## src/rtl/rxd_pkg.sv

```systemverilog
package rxd_pkg;
    localparam int FLG_EOL   = 0;
    localparam int FLG_INTR  = 4;
    localparam int FLG_INEOP = 11;
    localparam int CTX_DIS   = 15;
    localparam int IRQ_W     = 4;

    typedef enum logic [2:0] {
        S_IDLE, S_FETCH, S_RUN, S_WBYTE, S_WEND, S_WFLG, S_CRD, S_CWR
    } rxd_state_e;
endpackage

```

## src/rtl/rxd_lane.sv

```systemverilog
module rxd_lane #(
    parameter int AW = 32
) (
    input  logic [AW-1:0] ptr_i,
    input  logic [7:0]    byte_i,
    output logic [AW-1:0] word_addr_o,
    output logic [3:0]    be_o,
    output logic [31:0]   wdata_o
);
    assign word_addr_o = {ptr_i[AW-1:2], 2'b00};
    assign be_o        = 4'b0001 << ptr_i[1:0];
    assign wdata_o     = {4{byte_i}};
endmodule

```

## src/rtl/rxd_close.sv

```systemverilog
module rxd_close
    import rxd_pkg::*;
(
    input  logic             intr_i,
    input  logic             eop_i,
    output logic [IRQ_W-1:0] irq_o
);
    always_comb begin
        irq_o    = '0;
        irq_o[0] = intr_i;
        irq_o[1] = intr_i;
        irq_o[3] = eop_i;
    end
endmodule

```

## src/rtl/rxd_engine.sv

```systemverilog
module rxd_engine
    import rxd_pkg::*;
#(
    parameter int AW = 32
) (
    input  logic             clk,
    input  logic             rst_n,
    input  logic             start_i,
    input  logic [AW-1:0]    start_desc_i,
    input  logic [AW-1:0]    start_ctx_i,
    input  logic             in_valid_i,
    input  logic [7:0]       in_data_i,
    input  logic             in_eop_i,
    output logic             in_ready_o,
    output logic             mem_req_o,
    output logic             mem_we_o,
    output logic [AW-1:0]    mem_addr_o,
    output logic [3:0]       mem_be_o,
    output logic [31:0]      mem_wdata_o,
    input  logic             mem_ack_i,
    input  logic [31:0]      mem_rdata_i,
    output logic [IRQ_W-1:0] irq_set_o,
    output logic             eol_o,
    output logic [AW-1:0]    fill_ptr_o
);
    localparam logic [AW-1:0] WORD_BYTES = AW'(4);

    typedef struct packed {
        rxd_state_e       state;
        logic [1:0]       widx;
        logic [AW-1:0]    desc;
        logic [AW-1:0]    ctx;
        logic [AW-1:0]    nxt;
        logic [AW-1:0]    bend;
        logic [31:0]      flags;
        logic [AW-1:0]    ptr;
        logic [7:0]       data;
        logic             eop;
        logic [31:0]      ctxw;
        logic             eol;
        logic [IRQ_W-1:0] irq;
    } rxd_reg_t;

    rxd_reg_t r_q, r_d;

    logic [AW-1:0]    lane_addr;
    logic [3:0]       lane_be;
    logic [31:0]      lane_wdata;
    logic [IRQ_W-1:0] irq_eop, irq_full;
    logic [AW-1:0]    ptr_inc;
    logic             accept;

    rxd_lane #(.AW(AW)) u_lane (
        .ptr_i       (r_q.ptr),
        .byte_i      (r_q.data),
        .word_addr_o (lane_addr),
        .be_o        (lane_be),
        .wdata_o     (lane_wdata)
    );

    rxd_close u_close_eop (
        .intr_i (r_q.flags[FLG_INTR]),
        .eop_i  (r_q.eop),
        .irq_o  (irq_eop)
    );

    rxd_close u_close_full (
        .intr_i (r_q.flags[FLG_INTR]),
        .eop_i  (1'b0),
        .irq_o  (irq_full)
    );

    assign ptr_inc    = r_q.ptr + AW'(1);
    assign in_ready_o = (r_q.state == S_RUN) && (r_q.ptr != r_q.bend);
    assign accept     = in_ready_o && in_valid_i;
    assign eol_o      = r_q.eol;
    assign fill_ptr_o = r_q.ptr;
    assign irq_set_o  = r_q.irq;

    always_comb begin
        mem_req_o   = 1'b0;
        mem_we_o    = 1'b0;
        mem_addr_o  = '0;
        mem_be_o    = 4'hF;
        mem_wdata_o = '0;
        case (r_q.state)
            S_FETCH: begin
                mem_req_o  = 1'b1;
                mem_addr_o = r_q.desc + (AW'(r_q.widx) << 2);
            end
            S_WBYTE: begin
                mem_req_o   = 1'b1;
                mem_we_o    = 1'b1;
                mem_addr_o  = lane_addr;
                mem_be_o    = lane_be;
                mem_wdata_o = lane_wdata;
            end
            S_WEND: begin
                mem_req_o   = 1'b1;
                mem_we_o    = 1'b1;
                mem_addr_o  = r_q.desc + 3 * WORD_BYTES;
                mem_wdata_o = 32'(r_q.ptr);
            end
            S_WFLG: begin
                mem_req_o   = 1'b1;
                mem_we_o    = 1'b1;
                mem_addr_o  = r_q.desc + 2 * WORD_BYTES;
                mem_wdata_o = r_q.flags | (32'(r_q.eop) << FLG_INEOP);
            end
            S_CRD: begin
                mem_req_o  = 1'b1;
                mem_addr_o = r_q.ctx;
            end
            S_CWR: begin
                mem_req_o   = 1'b1;
                mem_we_o    = 1'b1;
                mem_addr_o  = r_q.ctx;
                mem_wdata_o = r_q.ctxw;
            end
            default: ;
        endcase
    end

    always_comb begin
        r_d     = r_q;
        r_d.irq = '0;
        case (r_q.state)
            S_IDLE: begin
                if (start_i) begin
                    r_d.desc  = start_desc_i;
                    r_d.ctx   = start_ctx_i;
                    r_d.eol   = 1'b0;
                    r_d.widx  = 2'd0;
                    r_d.state = S_FETCH;
                end
            end
            S_FETCH: begin
                if (mem_ack_i) begin
                    case (r_q.widx)
                        2'd0:    r_d.nxt   = AW'(mem_rdata_i);
                        2'd1:    r_d.ptr   = AW'(mem_rdata_i);
                        2'd2:    r_d.flags = mem_rdata_i;
                        default: r_d.bend  = AW'(mem_rdata_i);
                    endcase
                    r_d.widx = r_q.widx + 2'd1;
                    if (r_q.widx == 2'd3) begin
                        r_d.eop   = 1'b0;
                        r_d.state = S_RUN;
                    end
                end
            end
            S_RUN: begin
                if (accept) begin
                    r_d.data  = in_data_i;
                    r_d.eop   = in_eop_i;
                    r_d.state = S_WBYTE;
                end else if (r_q.ptr == r_q.bend) begin
                    r_d.eop   = 1'b0;
                    r_d.irq   = irq_full;
                    r_d.state = S_WEND;
                end
            end
            S_WBYTE: begin
                if (mem_ack_i) begin
                    r_d.ptr = ptr_inc;
                    if (ptr_inc == r_q.bend || r_q.eop) begin
                        r_d.irq   = irq_eop;
                        r_d.state = S_WEND;
                    end else begin
                        r_d.state = S_RUN;
                    end
                end
            end
            S_WEND: begin
                if (mem_ack_i) r_d.state = S_WFLG;
            end
            S_WFLG: begin
                if (mem_ack_i) begin
                    if (r_q.flags[FLG_EOL]) begin
                        r_d.eol   = 1'b1;
                        r_d.state = S_CRD;
                    end else begin
                        r_d.desc  = r_q.nxt;
                        r_d.widx  = 2'd0;
                        r_d.state = S_FETCH;
                    end
                end
            end
            S_CRD: begin
                if (mem_ack_i) begin
                    r_d.ctxw  = mem_rdata_i | (32'd1 << CTX_DIS);
                    r_d.state = S_CWR;
                end
            end
            S_CWR: begin
                if (mem_ack_i) r_d.state = S_IDLE;
            end
            default: r_d.state = S_IDLE;
        endcase
    end

    always_ff @(posedge clk or negedge rst_n) begin
        if (!rst_n) begin
            r_q       <= '0;
            r_q.state <= S_IDLE;
        end else begin
            r_q <= r_d;
        end
    end
endmodule

```

## config.mk

```make
export PLATFORM = sky130hd
export DESIGN_NAME = rxd_engine
export DESIGN_NICKNAME = d
export VERILOG_FILES = /design/src/rtl/rxd_pkg.sv /design/src/rtl/rxd_lane.sv /design/src/rtl/rxd_close.sv /design/src/rtl/rxd_engine.sv
export SDC_FILE = /design/constraint.sdc
export NUM_CORES = 1
export LEC_CHECK = 0
export BUFFER_PORTS_ARGS = -buffer_cell sky130_fd_sc_hd__buf_4
export CORE_UTILIZATION = 47
export CTS_CLUSTER_SIZE = 10
export DETAILED_ROUTE_END_ITERATION = 10
export PLACE_DENSITY = 0.68
export SLEW_MARGIN = 10
export SYNTH_ARGS = -nofsm -noshare
export SYNTH_HDL_FRONTEND = slang
export SYNTH_SLANG_ARGS = --single-unit
export TNS_END_PERCENT = 20
```

## constraint.sdc

```tcl
create_clock -name clk -period 4.5 [get_ports clk]
set_input_delay 0.9 -clock clk [delete_from_list [all_inputs] [get_ports clk]]
set_output_delay 0.9 -clock clk [all_outputs]
set_load 0.1 [all_outputs]
```

After elaboration in Yosys (flattened, before gate mapping). Cells that the tools add are included. Widths: inputs -> output; s select.

Equal/unequal tests: 25. Shift-type cells: 1. Reductions and logical operators: 25. Muxes and demuxes: 39. Bitwise operators: 2. Add/sub/neg operators: 5.

Operators by type and width (count): $pmux 32 s5 (1); $pmux 32 s2 (2); $pmux 32 s4 (1); $mux 32 (3); $mux 69 (1); $add 32x4->32 const B (2); $eq 32x32->1 (2); $mux 37 (1); $mux 34 (1); $add 32x1->32 const B (1); $add 32x4->32 (1); $ne 32x32->1 (1); $or 32x12->32 (1); $mux 3 (9); $pmux 3 s8 (1); $ne 2x2->1 const B (10); $reduce_and 4->1 (4); $eq 3x3->1 const B (4); $mux 4 (3); $mux 1 (9); $reduce_and 3->1 (3); $reduce_and 9->1 (1); $pmux 4 s2 (1); $eq 3x2->1 const B (2); other kinds (24) (32).

Input bits: 110. Output and inout bits: 108. Logic and storage cells: 110. Register bits after elaboration: 243.

Depth between registers and ports, before layout.
Word-level depth: 6. Mapped depth: 12. Mapped depth without buffers: 11.

Hierarchy. From an unflattened synthesis, not the netlist that was laid out.

Cell total of the unflattened synthesis: 1599. Area, all modules: 15078.2 µm².

Modules (own cells, without submodules): rxd_engine (times used 1, cells each 1520, area an instance 14500.2 µm²); rxd_lane (times used 1, cells each 69, area an instance 510.5 µm²); rxd_close (times used 2, cells each 5, area an instance 33.8 µm²).

Worst setup path after synthesis. OpenSTA, ideal clock, no wires.

Path kind: register to output. Start: reg r_q[240] (netlist name). End: out mem_addr_o[29]. Buffers on the path: 2. Required time: 3600 ps. Stages on the path, launching flop included: 10. Path slack: -2483 ps. Arrival: 6083 ps. Path through: dfrtp_1 > clkbuf_1 > clkbuf_1 > o21ai_0 > ha_1 > a21oi_1 > nor4_1 > a22o_1 > nand4_1 > o311ai_0.

Cells in the longest elaborated chain, start to end: 3. Elaborated cells on any way between the ends: 8. Classes of those cells: 6 x eq/ne; 1 x mux; 1 x reduce/logical.

RTL lines: from (decl) (RTL line rxd_engine.sv:44) `rxd_reg_t r_q, r_d;`; from (signal assigned) (RTL line rxd_engine.sv:207) `r_q <= r_d;`; $eq 3x3->1 (RTL line rxd_engine.sv:86) `case (r_q.state)`; $reduce_or 2->1 (no line); $pmux 32 s5 * (RTL line rxd_engine.sv:86); to (decl) (RTL line rxd_engine.sv:17) `output logic [AW-1:0] mem_addr_o,`.

Mark *: on every way between the ends. The rest lies on a longest branch, timed or not.

Final worst setup path.
Start: reg r_q[241] (netlist name). End: out mem_addr_o[30].

The elaborated chain is that of the path after synthesis.

==> results.toml <==
[detailed_routing]
wire_per_inst_um = 23.0
drtPass1Iterations = 8
viasPerCell = 6.10
drc = 0
drt.antenna.violating_nets = 0
finalWirelength_mm = 46.0
drt_iter0_drc = 1190
vias = 12209

[yosys]
synth_seq_cells = 241
synth-compound-area-share_pct = 14.4
yosysWarnings = 0
syn_nets = 1606
yosys.cell_types.count = 77
yosys.area_share.simple_pct = 16.4
synthXorXnorAreaFrac_pct = 4.90
ys_async_sr_fraction_pct = 100
ys_seq_area_share_pct = 42.7
syn_avg_cell_area_um2 = 9.53
synth_top_flop_cell = "dfrtp_1"
synthCells = 1483
synth_mux_area_share_pct = 13.7
synth_edf_count = 0
synthAdderAreaFrac_pct = 1.20
synth_top_family_by_area = "simple AND/OR/NAND/NOR gates"
syn_area_mm2 = 0.0141

[cts]
cts_made_buffers = 29
clock_latency_ns = 0.54
cts_buffer_depth = 3
path_clk_slew_ns = 0.06
cts_tree = "built"
clkSinkCount = 241
hold_buffers = 0
htreeDepth = 1
clock-root-buffer = "clkbuf_16"

[sta]
rsz0062_at_grt = "no"
max_freq_mhz = 232
setup_viol = 0
slew-limit-headroom_pct = 33.6
hold_viol = 0
worstMarginPinSlew_ns = 0.993
skew_ns = 0.0126
maxSlewViolCount = 0
setup_tns_ns = 0
period_share_pct = 96.0
finalCriticalPeriod_ns = 4.32

[power_and_ir_drop]
pwr-share-clk_pct = 15.1
swShare_pct = 52.4
p_per_area_mw_per_mm2 = 852
p_switching_w = 0.00740
seqPwrFrac_pct = 31.2
ir_drop_mv = 0.564
power_w = 0.0141
power_frac_comb_pct = 53.7
leakagePower_nw = 7.31
p_int_w = 0.00672

[finish]
drive_gt1_share_pct = 29.6
fillers = 2713
insertedDiodeCount = 0
instances_no_fill = 2003
fin_util_pct = 55.9
nNetsFinal = 1728
final_cell_mix = "243 x buf_4, 241 x dfrtp_1, 174 x nand2_1, 168 x mux2_2, 105 x a21oi_1"
final_common_cell = "buf_4"
syn2layout_area_growth_pct = 17.2

[global_routing]
grt_max_degree = 93
antenna_found_initial = 0
grt_overflow = 0
grt_pass1_vias = 11968
grt_pass1_wl_mm = 70.4
track_usage_pct = 29.8

[place]
gp_congestion = 0.972
dpl.cell_count = 1963
place_hpwl_mm = 33.6
io_buffers = 216

[floorplan]
dieWidth_um = 175
start_util_pct = 47.7
design.die.area_mm2 = 0.0308
fp-row-count = 63
io_pins = 218
core-area_mm2 = 0.0296
die_h_um = 175

[worst_setup_path]
end_kind = "primary output"
cp.required_ns = 3.60
cp_data_arrival_time_ns = 3.42
start_kind = "flip-flop"
cp_max_fo = 6
criticalPathCategory = "flip-flop to primary output"

[run_status]
outcome = "complete, no violations"

[hold_path]
hp-class = "input pin to async pin"

[job]
max-cap-violations = 0
-- cells in the mapped netlist, types with 26 or more instances --
library cell,number,area (um2)
dfrtp_1,241,6030
nand2_1,176,661
mux2_2,168,1890
a21oi_1,105,526
clkbuf_1,87,327
nand3_1,81,405
o21ai_0,76,380
nor2_1,63,236
xnor2_1,51,447
a22oi_1,44,330
and3_1,39,244
buf_4,36,270
nand4_1,34,213
xor2_1,28,245
o22ai_1,26,163
-- metal layers --
layer,track usage [%],part of all wire (%)
met4,12.2,4.3
met5,0,0
met3,3.83,6.2
met1,39.6,41
met2,49.3,48
-- power by group through the flow --
stage | clock network [W] | logic, W | registers [W]
3_5_place_dp | 0 | 0.00752 | 0.00440
3_3_place_gp | 0 | 0.00743 | 0.00437
2_1_floorplan | 0 | 0.00650 | 0.00374
4_1_cts | 0.00217 | 0.00755 | 0.00437
6_report | 0.00214 | 0.00758 | 0.00440
5_1_grt | 0.00224 | 0.00799 | 0.00451
-- stage by stage --
step	cell area [um2]	worst slack, ns	hold slack (ns)
floorplan	14200	-0.473	0.436
global placement	15700	0.706	0.449
detailed placement	15700	0.558	0.461
CTS	16500	0.0139	0.399
global route	16600	0.00740	0.434
finish	16600	0.181	0.377
-- sequential cells by signal (all words and copies together), names as in the netlist --
register    flops
eol_o           1
r_q           206
irq_set_o       2
fill_ptr_o     32
-- worst paths after layout --
kind,start,endpoint,slack [ns],cells after the start
max,r_q[241],mem_addr_o[30],0.18,12
min,rst_n,r_q[191],0.38,1
max reg2reg,fill_ptr_o[0],irq_set_o[1],0.74,9
min reg2reg,r_q[20],r_q[20],0.48,1
max in group asynchronous,rst_n,r_q[28],3.15,2
min in group clk,r_q[20],r_q[20],0.48,1
-- logic make-up after synthesis --
logic type | Yosys count
flops | 241
mux | 173
compound gates | 326
buf+inv | 176
fa+ha+maj | 13
other cells | 1
simple gates | 474
xor+xnor | 79
-- cell type report --
class / count / area (um2) / share of cell area, %
Multi-Input combinational cell: 1066 / 7240 / 43.7
Sequential cell: 241 / 6030 / 36.4
Timing Repair Buffer: 247 / 1900 / 11.5
Clock buffer: 37 / 796 / 4.81
Tap cell: 390 / 488 / 2.95
Inverter: 20 / 75.1 / 0.453
Clock inverter: 2 / 35.0 / 0.212
-- critical path: stages (launching register included) --
cell	delay, ns
dfrtp_1	0.38
nand2b_2	0.25
o21ai_1	0.20
ha_1	0.25
fa_2	0.29
inv_1	0.07
nor4_2	0.29
buf_4	0.20
nand3_1	0.09
xnor2_1	0.16
a222oi_1	0.29
o21ai_0	0.15
buf_4	0.26
-- repair_timing --
action | CTS | global route
setup endpoints to repair | 1 | 9
gates resized for setup | 2 | 4
hold endpoints to repair | 0 | 0
setup buffers | 0 | 1
pin swaps | 0 | 2
cloned | 0 | 0
Note: power is estimated with default switching activity, not from simulation.
